## src/rtl/sboot_pkg.sv

```systemverilog
package sboot_pkg;

    localparam int ADDR_W = 16;
    localparam int DATA_W = 8;
    localparam int IDX_W  = 8;

    typedef logic [ADDR_W-1:0] addr_t;
    typedef logic [DATA_W-1:0] byte_t;
    typedef logic [IDX_W-1:0]  idx_t;

    // UART register offsets; the engine relies on this decode
    localparam logic [1:0] OFF_DATA = 2'd0;
    localparam logic [1:0] OFF_STAT = 2'd1;
    localparam logic [1:0] OFF_CMD  = 2'd2;
    localparam logic [1:0] OFF_CTRL = 2'd3;

    typedef enum logic [2:0] {
        PH_CMD   = 3'd0,
        PH_CTRL  = 3'd1,
        PH_POLL  = 3'd2,
        PH_FETCH = 3'd3,
        PH_STORE = 3'd4,
        PH_DONE  = 3'd5
    } phase_e;

    typedef struct packed {
        logic  wr;
        logic  rd;
        addr_t addr;
        byte_t data;
    } bus_req_t;

    function automatic addr_t uart_reg(input addr_t base, input logic [1:0] off);
        return base + addr_t'(off);
    endfunction

    function automatic addr_t window_addr(input addr_t base, input idx_t idx);
        return base + addr_t'(idx);
    endfunction

endpackage

```

## src/rtl/sboot_index.sv

```systemverilog
module sboot_index
    import sboot_pkg::*;
#(
    parameter idx_t START = idx_t'(5)
) (
    input  logic clk,
    input  logic rst,
    input  logic adv,
    output idx_t idx,
    output logic last
);

    always_ff @(posedge clk) begin
        if (rst) begin
            idx <= START;
        end else if (adv) begin
            idx <= idx + idx_t'(1);
        end
    end

    // the next increment wraps to zero
    assign last = &idx;

endmodule

```

## src/rtl/sboot_seq.sv

```systemverilog
module sboot_seq
    import sboot_pkg::*;
(
    input  logic   clk,
    input  logic   rst,
    input  logic   xfer_done,
    input  logic   rx_flag,
    input  logic   is_last,
    output phase_e phase,
    output logic   capture,
    output logic   adv
);

    phase_e nxt;

    always_comb begin
        nxt = phase;
        unique case (phase)
            PH_CMD:   if (xfer_done) nxt = PH_CTRL;
            PH_CTRL:  if (xfer_done) nxt = PH_POLL;
            PH_POLL:  if (xfer_done && rx_flag) nxt = PH_FETCH;
            PH_FETCH: if (xfer_done) nxt = PH_STORE;
            PH_STORE: if (xfer_done) nxt = is_last ? PH_DONE : PH_POLL;
            PH_DONE:  nxt = PH_DONE;
            default:  nxt = PH_CMD;
        endcase
    end

    always_ff @(posedge clk) begin
        if (rst) begin
            phase <= PH_CMD;
        end else begin
            phase <= nxt;
        end
    end

    assign capture = (phase == PH_FETCH) && xfer_done;
    assign adv     = (phase == PH_STORE) && xfer_done;

endmodule

```

## src/rtl/sboot_req.sv

```systemverilog
module sboot_req
    import sboot_pkg::*;
#(
    parameter addr_t UART_BASE = 16'hFA00,
    parameter addr_t RAM_BASE  = 16'hC000,
    parameter byte_t CMD_VAL   = 8'h05,
    parameter byte_t CTRL_VAL  = 8'h1E
) (
    input  logic     rst,
    input  phase_e   phase,
    input  idx_t     idx,
    input  byte_t    rx_byte,
    output bus_req_t req
);

    always_comb begin
        req = '0;
        if (!rst) begin
            unique case (phase)
                PH_CMD: begin
                    req.wr   = 1'b1;
                    req.addr = uart_reg(UART_BASE, OFF_CMD);
                    req.data = CMD_VAL;
                end
                PH_CTRL: begin
                    req.wr   = 1'b1;
                    req.addr = uart_reg(UART_BASE, OFF_CTRL);
                    req.data = CTRL_VAL;
                end
                PH_POLL: begin
                    req.rd   = 1'b1;
                    req.addr = uart_reg(UART_BASE, OFF_STAT);
                end
                PH_FETCH: begin
                    req.rd   = 1'b1;
                    req.addr = uart_reg(UART_BASE, OFF_DATA);
                end
                PH_STORE: begin
                    req.wr   = 1'b1;
                    req.addr = window_addr(RAM_BASE, idx);
                    req.data = rx_byte;
                end
                default: req = '0;
            endcase
        end
    end

endmodule

```

## src/rtl/sboot_engine.sv

```systemverilog
module sboot_engine
    import sboot_pkg::*;
#(
    parameter addr_t UART_BASE   = 16'hFA00,
    parameter addr_t RAM_BASE    = 16'hC000,
    parameter idx_t  IDX_START   = 8'h05,
    parameter byte_t CMD_VAL     = 8'h05,
    parameter byte_t CTRL_VAL    = 8'h1E,
    parameter int    RX_FLAG_BIT = 3
) (
    input  logic        clk,
    input  logic        rst,
    output logic [15:0] bus_addr,
    output logic [7:0]  bus_wdata,
    output logic        bus_wr,
    output logic        bus_rd,
    input  logic [7:0]  bus_rdata,
    input  logic        bus_ready,
    output logic        boot_done,
    output logic [15:0] boot_start
);

    localparam addr_t START_ADDR = window_addr(RAM_BASE, IDX_START);

    phase_e   phase;
    idx_t     idx;
    logic     is_last;
    logic     capture;
    logic     adv;
    logic     xfer_done;
    byte_t    rx_byte;
    bus_req_t req;

    assign xfer_done = (req.wr || req.rd) && bus_ready;

    sboot_seq u_seq (
        .clk       (clk),
        .rst       (rst),
        .xfer_done (xfer_done),
        .rx_flag   (bus_rdata[RX_FLAG_BIT]),
        .is_last   (is_last),
        .phase     (phase),
        .capture   (capture),
        .adv       (adv)
    );

    sboot_index #(.START(IDX_START)) u_idx (
        .clk  (clk),
        .rst  (rst),
        .adv  (adv),
        .idx  (idx),
        .last (is_last)
    );

    always_ff @(posedge clk) begin
        if (rst) begin
            rx_byte <= '0;
        end else if (capture) begin
            rx_byte <= bus_rdata;
        end
    end

    sboot_req #(
        .UART_BASE (UART_BASE),
        .RAM_BASE  (RAM_BASE),
        .CMD_VAL   (CMD_VAL),
        .CTRL_VAL  (CTRL_VAL)
    ) u_req (
        .rst     (rst),
        .phase   (phase),
        .idx     (idx),
        .rx_byte (rx_byte),
        .req     (req)
    );

    assign bus_addr   = req.addr;
    assign bus_wdata  = req.data;
    assign bus_wr     = req.wr;
    assign bus_rd     = req.rd;
    assign boot_done  = (phase == PH_DONE);
    assign boot_start = boot_done ? START_ADDR : '0;

endmodule

```

## config.mk

```make
export PLATFORM = sky130hd
export DESIGN_NAME = sboot_engine
export DESIGN_NICKNAME = d
export VERILOG_FILES = /design/src/rtl/sboot_pkg.sv /design/src/rtl/sboot_index.sv /design/src/rtl/sboot_seq.sv /design/src/rtl/sboot_req.sv /design/src/rtl/sboot_engine.sv
export SDC_FILE = /design/constraint.sdc
export NUM_CORES = 1
export LEC_CHECK = 0
export BUFFER_PORTS_ARGS = -buffer_cell sky130_fd_sc_hd__clkbuf_2
export CAP_MARGIN = 15
export CORE_MARGIN = 3
export CORE_UTILIZATION = 47
export DETAILED_ROUTE_END_ITERATION = 8
export PLACE_DENSITY = 0.8
export SLEW_MARGIN = 40
export SYNTH_ARGS = -nofsm -noshare
export SYNTH_HDL_FRONTEND = slang
export SYNTH_SLANG_ARGS = --single-unit
```

## constraint.sdc

```tcl
create_clock -name clk -period 2.3 [get_ports clk]
set_input_delay 0.69 -clock clk [delete_from_list [all_inputs] [get_ports clk]]
set_output_delay 0.69 -clock clk [all_outputs]
set_load 0.01 [all_outputs]
```

==> results of run 1 <==
## sequential cells by signal (all words and copies together), names as in the netlist
signal,count
rx_byte,8
u_idx.idx,8
u_seq.phase,3
## critical path: cells and delay by family
family                 cells  cell delay [ps]
AND/OR/NAND/NOR            2              550
buffers and inverters      2              270
## final cells by class
| type | instances | area share (%) |
|---|---|---|
| sequential | 19 | 26.11 |
| timing repair buffer | 50 | 18.94 |
| clock buffer | 4 | 1.792 |
| multi-input combinational | 124 | 49.57 |
| tap | 30 | 2.560 |
| inverter | 4 | 1.024 |
## cell families after synthesis
kind of cell	Yosys count	synth area share, %
compound gates	48	22.11
xor+xnor	1	0.6851
fa+ha+maj	1	0.9783
flops	19	29.75
buf+inv	39	18.30
other cells	1	0.2933
simple gates	60	27.89
## power by group through the flow
stage | clock (mW) | sequential, mW | combinational (mW)
floorplan | 0 | 0.344 | 0.0929
global placement | 0 | 0.347 | 0.108
detailed placement | 0 | 0.347 | 0.109
CTS | 0.179 | 0.339 | 0.109
global route | 0.194 | 0.341 | 0.123
finish | 0.174 | 0.340 | 0.111
## synthesized netlist by cell type, drive strengths merged, types with 3 or more instances
cell type	instances	area (µm²)
nor2	5	18.77
and2	9	56.30
nand2b	4	25.02
o21ai	12	60.06
or4	3	22.52
nor2b	3	18.77
dfxtp	19	380.4
a21oi	22	110.1
nand3	12	60.06
clkbuf	11	41.29
o31ai	3	22.52
inv	4	15.01
buf	24	177.7
nand2	8	30.03
## through the flow
| stage | hold slack (ps) | utilization (%) | area, µm² |
|---|---|---|---|
| 2_1_floorplan | 448.9 | - | 1328 |
| 3_3_place_gp | 461.5 | 56.15 | 1416 |
| 3_5_place_dp | 466.1 | 56.15 | 1416 |
| 4_1_cts | 480.4 | 57.19 | 1443 |
| 5_1_grt | 519.5 | 58.13 | 1466 |
| 6_report | 477.7 | 58.13 | 1466 |
## metal layers
layer	up-vias	GRT usage (%)	wire length, µm
met3	0	4.677	205
met5	-	0	0
met2	34	27.10	1350
met1	555	22.43	1272
li1	625	-	-
met4	0	1.987	0
## worst paths after layout
path / cells past startpoint / to / start / slack [ps]
setup / recovery: 4 / bus_wdata[0] / rst / 110
hold / removal: 2 / rx_byte[5] / rx_byte[5] / 480
setup reg to reg: 4 / u_idx.idx[6] / u_seq.phase[0] / 560
hold reg to reg: 2 / rx_byte[5] / rx_byte[5] / 480
## what timing repair did
action                     in CTS  in global routing
gates resized for setup         0                  5
buffers inserted                0                  1
setup endpoints to repair       0                 12
hold buffers                    0                  0
==> run summary, run 1 <==
The H-tree depth reported by CTS is 1. The first detailed-routing pass ran for 4 iterations. The initial antenna violation count is 0. The run finished with clean final reports. The analysis attributes to cell leakage a power of 0.6188 nW. Global routing used 16.61% of the available tracks. The number of top-level design ports came out at 54. The number of storage elements in the synthesis netlist is 19. The sequential element share of the synthesized area came out at 29.75%.

The floorplan step defined a die boundary enclosing 0.003383 mm². The number of max-slew violations in the final report is 0. Internal power comes to 444.1 µW. In this run switching power makes up 28.97% of total power. In this run the deepest clock path goes through 2 buffers.

The tool flagged a number of max-cap violations equal to 0. The die width is 58.16 µm. The dominant synthesized flop cell is dfxtp_1. In this run the worst hold path is classified as reg2reg.

The clock reaches the later pin of the worst-skew pair after 300 ps. The critical path is of the in2out type. The number of nets in the finished design is 214. The filler cell count came out at 257. OpenSTA, run right after detailed placement, puts the worst setup slack at 61.88 ps. The clock net sink count came out at 19. Counting flops with an async set or reset pin after synthesis yields a share of 0%. The count of final hold-check violations is 0. Traced cell by cell, the critical path runs through clkbuf_2, or2_2, nor3_1, clkbuf_2. The aggregate negative setup slack is 0 ps. The sequential cell area is 382.9 µm². The tree is rooted in a clkbuf_4.

The clock-pin transition on the worst setup and hold timing paths came out at 110 ps. The area added between synthesis and finish is 14.68%. The clock network is responsible for 27.9% of the overall power.

The most numerous cell type found on the critical path is clkbuf_2. The library cells used most frequently in the layout, excluding fill and tap cells, are 39 x clkbuf_2, 22 x a21oi_1, 17 x dfxtp_1. The vias per cell came out at 5.255.

The HPWL after detailed placement is 2050 µm. The element type at the critical path end is an output pin. The synthesis warning total is 0. The post-synthesis area per instance is 7.566 µm². The fraction of final layout cells sized beyond drive strength 1 is 30.85%. In the final layout, the multi-input gates occupy 726.9 µm². The number of standard cells after synthesis came out at 169.

The post-layout minimum cycle time is 2186 ps. The final period utilization came out at 95.06%. The sequential group share of total power is 54.4%. The slowest stage of the critical path is the or2_2 cell. For this run, the number of standard cells in the final layout without fillers is 231. The total core area came out at 0.002522 mm².

VDD sags by at most 0.3590 mV. For this configuration, the core starts out at a cell density of 50.69%. The number of global-route vias before repair is 1004. The final count of negative-setup-slack endpoints is 0. The count of nets left with antenna violations once routing finished came out at 0. The largest single stage delay on the critical path is 360 ps.

The number of buffers inserted during clock tree synthesis came out at 3. TritonCTS built the clock tree. The highest fanout seen on the critical path is 7. The worst setup margin came out at 113.6 ps. The number of different library cells in the post-synthesis netlist came out at 39. The congestion estimate from routability-driven global placement came to 0.7590.

After detailed routing, the number of remaining DRC violations is 0. The worst-case clock skew came out at 6.777 ps. Setup repair after global routing left no endpoint under its margin.

The worst setup path is launched from an input port. The maximum number of pins on one net before global-route repair came out at 25. In this run, synthesis inferred 0 flip-flops with an integrated enable. The wire length of the first global-routing pass came out at 4512 µm. The overall die height is 58.16 µm.

The total wire length came out at 2828 µm. The share of total power in combinational logic came out at 17.8%. The via count is 1214. The mapped netlist covers 0.001279 mm². The number of standard-cell rows in the floorplan came out at 18.

Leaving out fill and tap cells, the most frequent cell in the layout is clkbuf_2. For this design the ratio of total power to cell area is 426.4 mW/mm². The peak clock frequency supported by timing came out at 457.4 MHz.

For the worst setup path, the data arrival time is 1500 ps. The design draws 625.3 µW. The post-placement cell count is 226. The starting DRC count in detailed routing is 33. The net switching power figure came out at 181.1 µW. Summed over all layers, the global routing overflow is 0. The repair_antennas step left the layout with diodes totalling 0. The final routed wire length divided by cell count came out at 12.24 µm. STA puts the critical path data required time at 1610 ps. The number of buffers added on ports came out at 39.
(Power assumes the default switching activity.)
==> run 2, diff against run 1 <==
CTS_BUF_LIST = sky130_fd_sc_hd__clkbuf_4 sky130_fd_sc_hd__clkbuf_8 sky130_fd_sc_hd__clkbuf_16   (was default)
==> run 2 against run 1 <==
  * Sequential share of layout area is 0.067 points lower
  * Die area stayed put
  * Clock skew is 1.8 ps lower
  * Worst setup slack better by 1.4 ps
  * Via count is 0.49% higher
  * Register-to-register slack hardly changed
  * Fmax hardly changed
  * Count of clock-buffer cells in the layout stayed put
  * Non-clock buffer count stayed put
  * Wire length is 0.32% lower
==> run summary, run 2 (synthesis results as in run 1) <==
For this run, design rule violations remaining after detail routing come to 0. For met3 alone, demand over resource in global routing was 4.677%. STA puts the critical path data arrival time at 1490 ps. The total area inside the core boundary comes to 0.002522 mm².

The number of buffers inserted during clock tree synthesis came out at 3. The initial core utilization is 50.69%. The floorplan die area came out at 0.003383 mm².

The overall die height is 58.16 µm. The area of all placed cells without fillers is 0.001470 mm². The vias per cell came out at 5.281.

The peak clock frequency supported by timing came out at 457.7 MHz. After filler insertion, the fill cell instance count of the layout stands at 257. In the layout the commonest cells are 39 x clkbuf_2, 22 x a21oi_1, 17 x dfxtp_1. The path type of the worst setup path is in2out. The number of top-level design ports came out at 54. The clock tree from TritonCTS is built. The count of final hold-check violations came out at 0. The number of nets in the finished design is 214. Compared with the post-synthesis result, the final layout area differs by 14.97%. The aggregate negative setup slack is 0 ps.

STA classifies the critical path endpoint as an output pin. The highest-utilization routing layer at the global route stage is met2. The number of optimization iterations in the first detailed-route pass is 4.

The number of global-route vias before repair came to 1001. In the final layout, the registers with the most flip-flops are rx_byte: 8 flops, u_idx.idx: 8 flops, u_seq.phase: 3 flops. The fraction of final layout cells sized beyond drive strength 1 came out at 31.34%. The post-layout minimum cycle time came out at 2185 ps. The number of standard-cell rows in the floorplan came out at 18. Dividing the detail-routed wire length by the instance count gives 12.20 µm. The die width is 58.16 µm.

In this run the worst path has a maximum fanout of 11. Global routing used 27.10% of the available met2 tracks. The maximum clock insertion buffer count came out at 2. The starting DRC count in detailed routing is 27. Clock skew on the completed layout was measured at 4.948 ps. The clock net sink count came out at 19. In this run the power density over the cells is 434.3 mW/mm². The wire length of the first global-routing pass came out at 4498 µm. Leaving out fill and tap cells, the most frequent cell in the layout is clkbuf_2.

For this run, global-route usage on met1 was measured as 22.43%. The critical path required time came out at 1610 ps. The nature of the critical path startpoint is an input port. The overall overflow remaining after global route came out at 0. The H-tree depth reported by CTS came out at 1. The cell at the root of the clock tree is clkbuf_4. The via count is 1220.

The later pin in the worst-skew pair is clocked with a latency of 300 ps. The total wire length is 2819 µm. In this run the remaining antenna-violating nets after routing total 0. The routability congestion estimate came out at 0.7590. The total cell area at the placement stage is 0.001416 mm². The number of buffers added on ports came out at 39. The peak supply drop is 0.4331 mV. The number of max-capacitance violations reported came out at 0. Global routing used 16.47% of the available tracks. The analysis attributes to cell leakage a power of 0.6223 nW.

The maximum number of pins on one net before global-route repair came out at 25. The number of max-slew violations in the final report is 0. The final count of negative-setup-slack endpoints came out at 0.

The run finished with clean final reports. The number of diodes added for antenna fixing came out at 0. The final period utilization is 95.00%.

After clock tree synthesis, the clock-pin slew on the worst setup and hold paths is 110 ps. The initial antenna violation count came to 0. Setup repair after global routing left no endpoint under its margin. In this run the worst hold path is classified as reg2reg. The placed wire-length estimate is 2050 µm.
-- run 2: power by group --
group	internal [mW]	switching, mW	leakage [nW]
clock network	0.0794	0.108	0.0184
logic	0.0438	0.0671	0.449
registers	0.333	0.00724	0.154
-- run 2: stage by stage --
stage / setup slack (ps) / util, % / hold WS (ps) / total power [mW] / std cells
after CTS: 39.55 / 57.34 / 480.4 / 0.6372 / 230
after floorplan: 64.89 / - / 448.9 / 0.4364 / 182
after detailed placement: 61.88 / 56.15 / 466.1 / 0.4554 / 226
after global routing: 6.360 / 58.28 / 519.5 / 0.6692 / 231
final: 115.0 / 58.28 / 477.8 / 0.6385 / 231
after global placement: 125.2 / 56.15 / 461.5 / 0.4549 / 226
-- run 2: layout make-up --
class | count | area (µm²) | share of cell area (%)
flip-flops and latches | 19 | 382.9 | 26.04
well taps | 30 | 37.54 | 2.553
multi-input cells | 124 | 726.9 | 49.45
repair buffers | 50 | 277.8 | 18.89
inverters | 4 | 15.01 | 1.021
clock buffers | 4 | 30.03 | 2.043
-- run 2: worst paths after layout --
check | startpoint | end | slack (ps) | cells after the start
max reg2reg | u_seq.phase[0] | u_idx.idx[6] | 560 | 4
min | rx_byte[5] | rx_byte[5] | 480 | 2
min reg2reg | rx_byte[5] | rx_byte[5] | 480 | 2
max | rst | bus_wdata[5] | 120 | 5
-- run 2: routing by layer --
metal | vias up | share of wire (%)
met5 | - | 0
met4 | 0 | 0.43
met3 | 2 | 6.4
met2 | 35 | 47
met1 | 558 | 46
li1 | 625 | -
-- run 2: worst max-delay path, cell delays in order --
cell and delay, ps:
clkbuf_2 110, nor4b_2 220, buf_4 210, and2_1 140, clkbuf_2 130
-- run 2: what timing repair did --
action | CTS | global route
gates resized for setup | 0 | 5
setup endpoints to repair | 0 | 12
hold buffers | 0 | 0
setup buffers | 0 | 1
==> run 3, diff against run 2 <==
ABC_AREA = 1   (was default)
CORE_UTILIZATION = 48   (was 47)
PLACE_DENSITY = 0.81   (was 0.8)
==> run 3 against run 2 <==
  * Non-clock buffer count decreased by 5
  * Sequential power rose by 2%
  * First-iteration DRC count is 7.4% higher
  * Fmax increased by 0.32%
  * Flip-flop and latch count is the same
  * Utilization rose by 0.27 points
  * Critical path depth grew 1
  * Clock skew fell by 3.8 ps
  * Synthesized area is 3.8% higher
  * Largest power group unchanged
  * Highest routed layer unchanged
==> run summary, run 3 <==
From synthesis to final layout, the design area changed by 12.25%. The total power per unit cell area is 476.9 mW/mm². The largest total area in the synthesized netlist belongs to dfxtp_1. The share of total power in combinational logic is 25.5%. The post-placement cell count is 253.

The most common cell after layout, fill and taps aside is clkbuf_2. STA classifies the critical path startpoint as an input port. The synthesized design devotes to its leading area cell type 28.65% of total area. The overall die height is 58.59 µm.

The starting DRC count in detailed routing came out at 29. The first TritonRoute pass finished after 4 iterations. In this run the static leakage power is 0.7185 nW. Sequential cells burn 48.9% of the power. The post-layout minimum cycle time came out at 2178 ps. The met1 track demand over resource is 24.09%. The routability congestion estimate is 0.8270.

The internal power of the cells totals 481.7 µW. The clock tree from TritonCTS is built. The fraction of final layout cells sized beyond drive strength 1 is 31.28%.

The final count of negative-setup-slack endpoints came out at 0. The number of max-slew violations in the final report is 0. Once the floorplan was initialized, standard cells occupied 52.16% of the core. The clock net sink count is 19. The wire-length estimate of the detail-placed layout is 2267 µm. In the final routed layout, each cell accounts on average for 11.25 µm. In the synthesized netlist the dominant register cell turns out to be dfxtp_1.

The floorplan step defined a core boundary enclosing 0.002545 mm². The global-route met2 utilization is 27.59%. The top cell types in the final layout, fill and taps aside, are 39 x clkbuf_2, 36 x nand2_1, 21 x inv_1. Based on the critical path, the design can be clocked at up to 459.1 MHz. The final period utilization came out at 94.70%. The die is 58.59 µm wide. The number of buffers inserted during clock tree synthesis is 3. The wire length of the first global-routing pass is 4671 µm. Ranked by total cell area, the synthesized netlist is headed by dfxtp_1 29%, buf_4 12%, nand2_1 10%. The highest fanout seen on the critical path is 6.

The worst setup path is captured at an output pin. In the final layout, the registers with the most flip-flops are rx_byte: 8 flops, u_idx.idx: 8 flops, u_seq.phase: 3 flops. For this run the aggregate overflow at the end of global routing stands at 0.

The number of storage elements in the synthesis netlist came out at 19. The count of final hold-check violations is 0. The post-synthesis area per instance is 6.914 µm².

The path type of the worst setup path is in2out. The peak supply drop is 0.2986 mV. In this run the core area contains 18 standard-cell rows.

In the final timing run, aggregate negative setup slack is 0 ps. The routed layout has 1243 vias. The pre-CTS setup slack is 122.9 ps. The DRC violation count after routing came out at 0. Data arrives at the worst endpoint at 1490 ps.

Fill cells in the final layout number 276. The number of top-level design ports is 54. The maximum clock insertion buffer count is 2. The sequential element share of the synthesized area is 28.65%.

In the post-route analysis, the smallest setup slack over all paths is 121.9 ps. The number of global-route vias before repair came out at 1074. After detailed routing, the total wire length is 2892 µm. The number of hold buffers added after CTS is 0. The path class of the tightest hold or removal check is reg2reg. Walking the worst path, the cells encountered are clkbuf_2, inv_2, nand2_1, buf_4, nor3_1, clkbuf_2.

The synthesized cell area came out at 0.001328 mm². After detailed placement, the total cell area comes to 0.001460 mm². The initial antenna violation count is 0. The residual antenna-violating net count after detailed routing came out at 0. The repair_antennas step left the layout with diodes totalling 0. The floorplan die area is 0.003433 mm².

The most used cell along the critical path is clkbuf_2. Among all stages on the critical path, the largest delay is contributed by buf_4. The switching fraction of total power is 32.21%. Setup repair after global routing left no endpoint under its margin. Clock tree synthesis selected as its root buffer the cell clkbuf_4. The highest-utilization routing layer at the global route stage is met2. The synthesis warning total came out at 0.

The post-layout total power came out at 710.6 µW. The critical path required time came out at 1610 ps. The later pin in the worst-skew pair is clocked with a latency of 290 ps.

The run finished with clean final reports. The number of different library cells in the post-synthesis netlist is 28. The maximum number of pins on one net before global-route repair is 17. The delay of the slowest critical-path stage came out at 190 ps. The number of buffers added on ports is 39.

The overall routing resource usage is 17.24%. The net switching power figure came out at 228.9 µW. The met3 usage in global routing is 2.193%.

The number of standard cells after synthesis is 192. In this run the number of H-tree levels came out at 1. The clock-pin transition on the worst setup and hold timing paths came out at 110 ps. By count the netlist is led by 36 x nand2_1, 22 x buf_4, 22 x inv_1, 19 x dfxtp_1, 17 x a21oi_1.

The number of cells in the finished layout apart from fillers came out at 257. The share of flip-flops with an asynchronous set or reset after synthesis is 0%. The tool flagged a number of max-cap violations equal to 0. The synthesized design contains 0 enable-type register cells. The area of all placed cells without fillers came out at 0.001490 mm². The vias per cell came out at 4.837. The worst-case clock skew came out at 1.166 ps. The clock network is responsible for 25.6% of the overall power. The final layout contains 240 nets. By instance count, the leading cell after synthesis is nand2_1.
## run 3: area by class of cell
type | instances | area [µm²] | share of cell area, %
repair buffers | 45 | 240.2 | 16.12
inverters | 25 | 101.3 | 6.801
well taps | 30 | 37.54 | 2.519
clock buffers | 4 | 30.03 | 2.015
flip-flops and latches | 19 | 380.4 | 25.52
multi-input cells | 134 | 700.7 | 47.02
## run 3: per-stage QoR
step           hold slack, ps  utilization (%)
2_1_floorplan           423.1                -
3_3_place_gp            432.1            57.37
3_5_place_dp            436.2            57.37
4_1_cts                 453.1            58.55
5_1_grt                 487.5            58.55
6_report                449.7            58.55
## run 3: cells by family (layout without fill, tap and decap cells)
kind of cell    after synthesis  count (layout)  share of synthesized area, %
compound gates               35              35                         15.65
buf+inv                      52              74                         22.24
flops                        19              19                         28.65
fa+ha+maj                     1               1                        0.9424
other cells                   1              14                        0.2825
simple gates                 84              84                         32.24
## run 3: worst max-delay path: cells and delay by family
family,cells,cell delay [ps]
buffers and inverters,4,520
and+or+nand+nor,2,270
## run 3: power groups by stage
stage          combinational, mW  sequential, mW  clock, mW
2_1_floorplan              0.139           0.352          0
3_3_place_gp               0.177           0.354          0
3_5_place_dp               0.180           0.354          0
4_1_cts                    0.181           0.347      0.188
5_1_grt                    0.200           0.349      0.199
6_report                   0.181           0.347      0.182
## run 3: timing repair
action / in CTS / in global routing
resized for setup: 0 / 1
setup buffers: 0 / 0
hold endpoints to repair: 0 / 0
setup endpoints to repair: 0 / 1
## run 3: worst paths after layout
| check | startpoint | end | slack [ps] | depth (start not counted) |
|---|---|---|---|---|
| max reg2reg | u_seq.phase[0] | rx_byte[4] | 840 | 7 |
| min reg2reg | rx_byte[3] | rx_byte[3] | 450 | 2 |
| max | rst | bus_addr[5] | 120 | 6 |
| min | rx_byte[3] | rx_byte[3] | 450 | 2 |
## run 3: layer usage
metal	up-vias	routed length (µm)
met5	-	0
li1	650	-
met3	4	209
met4	0	25
met1	542	1352
met2	47	1305
